<file path="config.mk">
export PLATFORM = sky130hd
export DESIGN_NAME = fp2int_sat
export DESIGN_NICKNAME = d
export VERILOG_FILES = /design/src/rtl/fp2int_sat.sv
export SDC_FILE = /design/constraint.sdc
export NUM_CORES = 1
export LEC_CHECK = 0
export BUFFER_PORTS_ARGS = -buffer_cell sky130_fd_sc_hd__buf_4
export CORE_MARGIN = 2
export CORE_UTILIZATION = 50
export DETAILED_ROUTE_END_ITERATION = 7
export HOLD_SLACK_MARGIN = 0.15
export PLACE_DENSITY_LB_ADDON = 0.05
export SETUP_SLACK_MARGIN = 0.4
export SLEW_MARGIN = 20
export SYNTH_ARGS = -nofsm -noshare
export SYNTH_HDL_FRONTEND = slang
export SYNTH_SLANG_ARGS = --single-unit
</file>
<file path="constraint.sdc">
create_clock -name clk -period 0.8 [get_ports clk]
set_clock_uncertainty 0.05 [all_clocks]
set_input_delay 0 -clock clk [delete_from_list [all_inputs] [get_ports clk]]
set_output_delay 0 -clock clk [all_outputs]
set_load 0.05 [all_outputs]
</file>
<file path="src/rtl/fp2int_sat.sv">
module fp2int_sat #(
  parameter int OUT_W = 64
) (
  input  logic             clk,
  input  logic             rst_n,
  input  logic [63:0]      op_bits,
  input  logic             src_dbl,
  input  logic             dst_wide,
  input  logic             dst_signed,
  input  logic [1:0]       rmode,
  output logic [OUT_W-1:0] result,
  output logic             flag_inexact,
  output logic             flag_invalid
);
  localparam int MW  = 53;
  localparam int SHW = 3 * OUT_W;

  logic              sgn, exp_ones, exp_zero;
  logic [51:0]       frac;
  logic signed [12:0] unb;
  logic [MW-1:0]     mant;

  always_comb begin
    if (src_dbl) begin
      sgn      = op_bits[63];
      exp_ones = &op_bits[62:52];
      exp_zero = ~|op_bits[62:52];
      frac     = op_bits[51:0];
      unb      = exp_zero ? -13'sd1022 : $signed({2'b00, op_bits[62:52]}) - 13'sd1023;
    end else begin
      sgn      = op_bits[31];
      exp_ones = &op_bits[30:23];
      exp_zero = ~|op_bits[30:23];
      frac     = {op_bits[22:0], 29'b0};
      unb      = exp_zero ? -13'sd126 : $signed({5'b00000, op_bits[30:23]}) - 13'sd127;
    end
    mant = {~exp_zero, frac};
  end

  wire is_nan = exp_ones & (|frac);
  wire is_inf = exp_ones & ~(|frac);
  wire huge   = is_inf | (unb > 13'sd63);
  wire tiny   = unb < -13'sd64;

  logic [6:0]       amt;
  logic [SHW-1:0]   shifted;
  logic [OUT_W-1:0] ipart;
  logic             rbit, sbit;

  always_comb begin
    amt     = 7'(13'sd63 - unb);
    shifted = {mant, {(SHW-MW){1'b0}}} >> amt;
    if (tiny) begin
      ipart = '0;
      rbit  = 1'b0;
      sbit  = |mant;
    end else begin
      ipart = shifted[SHW-1 -: OUT_W];
      rbit  = shifted[SHW-OUT_W-1];
      sbit  = |shifted[SHW-OUT_W-2:0];
    end
  end

  wire lost = rbit | sbit;

  logic bump;
  always_comb begin
    unique case (rmode)
      2'b00:   bump = 1'b0;
      2'b01:   bump = rbit & (sbit | ipart[0]);
      2'b10:   bump = sgn & lost;
      default: bump = ~sgn & lost;
    endcase
  end

  wire [OUT_W:0] mag = {1'b0, ipart} + {{OUT_W{1'b0}}, bump};

  logic [OUT_W:0] pos_lim, neg_lim;
  always_comb begin
    pos_lim = '0;
    neg_lim = '0;
    if (dst_signed) begin
      pos_lim[dst_wide ? 63 : 31] = 1'b1;
      neg_lim = pos_lim;
      pos_lim = pos_lim - 1'b1;
    end else begin
      pos_lim[dst_wide ? 64 : 32] = 1'b1;
      pos_lim = pos_lim - 1'b1;
    end
  end

  wire sat_hi = ~is_nan & ~sgn & (huge | (mag > pos_lim));
  wire sat_lo = ~is_nan &  sgn & (huge | (mag > neg_lim));

  logic [OUT_W-1:0] nxt;
  always_comb begin
    if (is_nan)      nxt = '0;
    else if (sat_hi) nxt = pos_lim[OUT_W-1:0];
    else if (sat_lo) nxt = -neg_lim[OUT_W-1:0];
    else if (sgn)    nxt = -mag[OUT_W-1:0];
    else             nxt = mag[OUT_W-1:0];
  end

  always_ff @(posedge clk or negedge rst_n) begin
    if (!rst_n) begin
      result       <= '0;
      flag_inexact <= 1'b0;
      flag_invalid <= 1'b0;
    end else begin
      result       <= nxt;
      flag_invalid <= is_nan | sat_hi | sat_lo;
      flag_inexact <= lost & ~(is_nan | sat_hi | sat_lo);
    end
  end
endmodule

</file>
==> flow_summary.ini, run 1 <==
[synth]
ys_seq_area_frac = 0.113
synthArstFlopShare = 1.00
synth_edf_count = 0
synth_top_area_share = 0.113
synth_warnings = 0
ys.flop_type = dfrtp_1
syn_area_per_cell_um2 = 6.98
ys_seq_elements = 66
synthCells = 2101
synth_area_leaders = dfrtp_1, nand2_1, nor2_1, a21oi_1, xnor2_1
synth_top_cell_by_area = dfrtp_1
syn_area_mm2 = 0.0147
yosysUniqueCellTypes = 114
syn-num-nets = 2202

[floorplanning]
initial_utilization = 0.510
rows = 62
die_h_um = 175
die_w_um = 175
io_pins = 137

[cts]
cts_inserted_buffers = 9
clk_path_buf_depth = 2
htreeDepth = 3
clock-sinks = 66
clockRootBuffer = clkbuf_16

[run_status]
status = did not finish
error = [ERROR GRT-0116] Global routing finished with congestion. Check the congestion regions in the DRC Viewer.
stop_stage = global routing

[placed_design]
dp.final_hpwl_um = 64300
placed_area_mm2 = 0.0227
numPortBuffers = 136
gp_congestion = 1.26

[grt]
grt_pass1_wl_um = 157000
grtUsageTotal = 0.647
grt_pass1_vias = 26732
grt_max_degree = 39
grt-ovfl-total = 146
-- per-stage QoR --
step | TNS, ps | cells | setup slack [ps]
after global placement | -494650 | 3364 | -7660
after CTS | -457320 | 3456 | -6910
after floorplan | -477150 | 2101 | -7380
after detailed placement | -509240 | 3364 | -7870
-- synthesized netlist by cell type, types with 17 or more instances --
library cell,number
mux2i_1,53
or3_1,25
o21ai_0,101
nor4_1,46
a32oi_1,33
a221oi_1,18
o211ai_1,23
inv_1,34
o32ai_1,19
nor2_1,206
o21ai_1,49
nand4_1,48
ha_1,30
a21oi_1,147
o22ai_1,37
nand3_1,91
nand2_1,209
buf_4,17
and2_1,18
xor2_1,43
buf_2,42
a21o_1,17
a211oi_1,29
dfrtp_1,66
o31ai_1,23
clkbuf_1,83
mux2_2,25
nor3_1,94
xnor2_1,70
a31oi_1,38
-- repair_timing --
action | in CTS
pin swaps | 34
hold endpoints to repair | 67
resized for setup | 258
gates cloned | 10
setup endpoints to repair | 132
buffers inserted | 66
-- layer usage --
metal	global-route usage	GRT overflow
met1	0.663	2
met4	0.635	47
met5	0.0817	0
met3	0.373	3
met2	0.898	94
-- kinds of logic after synthesis --
| family | synth area share |
|---|---|
| compound gates | 0.344 |
| fa+ha+maj | 0.0283 |
| buf+inv | 0.0640 |
| simple gates | 0.313 |
| mux | 0.0670 |
| other cells | 0.000512 |
| flops | 0.113 |
| xor+xnor | 0.0708 |
==> run 2, diff against run 1 <==
CORE_UTILIZATION = 35   (was 50)
HOLD_SLACK_MARGIN = not set   (was 0.15)
PLACE_DENSITY_LB_ADDON = 0.15   (was 0.05)
SETUP_SLACK_MARGIN = not set   (was 0.4)
clock period = 1.05 ns   (was 0.8 ns; I/O delays follow)
==> run 2 against run 1 <==
  * The flow now finishes, with violations (setup timing)
  * Area after synthesis unchanged
  * Synthesized cell count unchanged
==> flow_summary.ini, run 2 <==
[placed_design]
gp_congestion = 1.08
dp_slack_ps = -7810
dp.final_hpwl_um = 78600
dp.cells = 3569
placed_area_mm2 = 0.0233
numPortBuffers = 136

[synth]
synth_top_area_share = 0.113
synth_top_family_by_area = compound AO/OA/AOI/OAI gates
synthCells = 2101
ys.flop_type = dfrtp_1
syn_area_per_cell_um2 = 6.98
synth_edf_count = 0
syn-num-nets = 2202
yosysUniqueCellTypes = 114
muxShareOfSynthArea = 0.0670
synthArstFlopShare = 1.00
synth_top_cell_by_area = dfrtp_1
synth_xor_area_frac = 0.0708
synth_compound_area_frac = 0.344
synth.most_common_cell = nand2_1
yosys.area_share.simple = 0.313
syn_area_mm2 = 0.0147
ys_seq_elements = 66
ys_seq_area_frac = 0.113
synthTopCellsByCount = nand2_1, nor2_1, a21oi_1
synth_area_leaders = dfrtp_1, nand2_1, nor2_1, a21oi_1, xnor2_1
synth-adder-area-share = 0.0283
synth_warnings = 0

[floorplanning]
rows = 75
design.core.area_mm2 = 0.0417
initial_utilization = 0.352
io_pins = 137
dieArea_mm2 = 0.0436
die_w_um = 209
die_h_um = 209

[grt]
grt_max_degree = 39
grt_pass1_vias = 22958
grt_pass1_wl_um = 144000
antenna_found_initial = 2
grt-ovfl-total = 0
grtUsageTotal = 0.435

[worst_setup_path]
start_kind = primary input
crit_type = primary input to flop
endpoint_kind = flop
worst-path-max-fanout = 8
crit_required_ps = 1250
crit_path_frequent_cell = buf_4
slowest_stage = or4b_4
crit_arrival_ps = 8310
cpPeakStageDelay_ps = 500

[final_layout]
num-fill-cells = 3685
multiInputGateArea_mm2 = 0.0137
final_common_cell = buf_4
fin_nets = 3225
final_cell_mix = buf_4, nand2_1, nor2_1
seq_area_mm2 = 0.00165
design_area_mm2 = 0.0260
largest_register = result
reg_top3 = result x64, flag_inexact x1, flag_invalid x1
area_delta_synth_final_pct = 77.4
layout.cells.non_filler = 3670
drive_gt1_frac = 0.494
final_core_util = 0.625
largest_reg_flops = 64

[run_status]
status = finished with violations
violations = setup timing

[cts]
cts_inserted_buffers = 9
cts_tree = done
clk_pin_slew_ps = 50
htreeDepth = 3
clk_path_buf_depth = 2
clock-sinks = 66
clockRootBuffer = clkbuf_16

[timing]
slew-limit-headroom = 0.289
finalMaxSlewViolations = 0
finalCritPeriodShare = 7.72
rsz0062_at_grt = yes
setup_ws_ps = -7060
fmax_mhz = 123
worst_hold_slack_ps = 55.5
worst_pin_slew_ps = 1070
period_minus_slack_ps = 8110
setup_viol = 66
fin_setup_tns_ps = -457660
hold_violations = 0

[route]
ant_nets = 0
drc = 0
dr.pass1.iters = 6
via_per_inst = 6.29
wl_per_cell_um = 26.7
drt-initial-drc-count = 2234
vias = 23079
wl_um = 98000

[power_and_ir_drop]
finalPower_mw = 30.0
leakage_nw = 11.3
ir_drop_v = 0.00153
powerDensity_mw_per_mm2 = 1150

[hold_path]
hold_class = primary input to asynchronous set/reset pin

[run]
maxCapViolations = 0
run 2: cell counts after synthesis:
Identical to the previous run, type by type.
run 2: metal layers:
layer,up-vias,wire [um],GRT usage
met2,1471,45500,0.743
li1,10226,-,-
met3,493,7090,0.0649
met1,10889,34500,0.466
met5,-,0,0
met4,0,10900,0.393
run 2: cell type report:
| cell class | count | share of cell area |
|---|---|---|
| Multi-Input combinational cell | 1838 | 0.527 |
| Timing Repair Buffer | 1175 | 0.367 |
| Sequential cell | 66 | 0.0634 |
| Tap cell | 539 | 0.0259 |
| Clock buffer | 11 | 0.00894 |
| Inverter | 34 | 0.00519 |
| Clock inverter | 5 | 0.00211 |
| Antenna cell | 2 | 0.000192 |
run 2: worst paths after layout:
check	startpoint	to	slack, ps
max in group asynchronous	rst_n	result[45]$_DFF_PN0_	410
min in group clk	dst_signed	result[63]$_DFF_PN0_	120
worst max-delay path	op_bits[23]	result[40]$_DFF_PN0_	-7060
worst min-delay path	rst_n	result[13]$_DFF_PN0_	60
run 2: cell families after synthesis:
group           count (synthesis)
mux                            86
other cells                     2
fa+ha+maj                      34
compound gates                716
buf+inv                       197
flops                          66
xor+xnor                      116
simple gates                  884
run 2: where the power goes:
part	total (mW)	switching (mW)	leakage, nW	internal [mW]
clock	2.92	1.09	0.136	1.83
combinational	23.8	13.7	10.4	10.1
sequential	3.27	0.193	0.782	3.08
run 2: worst max-delay path: cells and delay by family:
family / cells / cell delay [ps]
adders and majority gates: 3 / 580
and+or+nand+nor: 9 / 2190
xor gates and xnor gates: 1 / 160
AOI/OAI and AO/OA: 13 / 2280
muxes: 2 / 300
buffers and inverters: 22 / 2770
run 2: timing repair:
item | in CTS | in global routing
gates cloned | 10 | 2
pin swaps | 46 | 25
hold buffers | 1 | 0
endpoints found under the hold margin | 66 | 0
gates resized for setup | 277 | 60
setup buffers | 61 | 12
setup endpoints to repair | 66 | 66
Power figures use the tool's default switching activity.
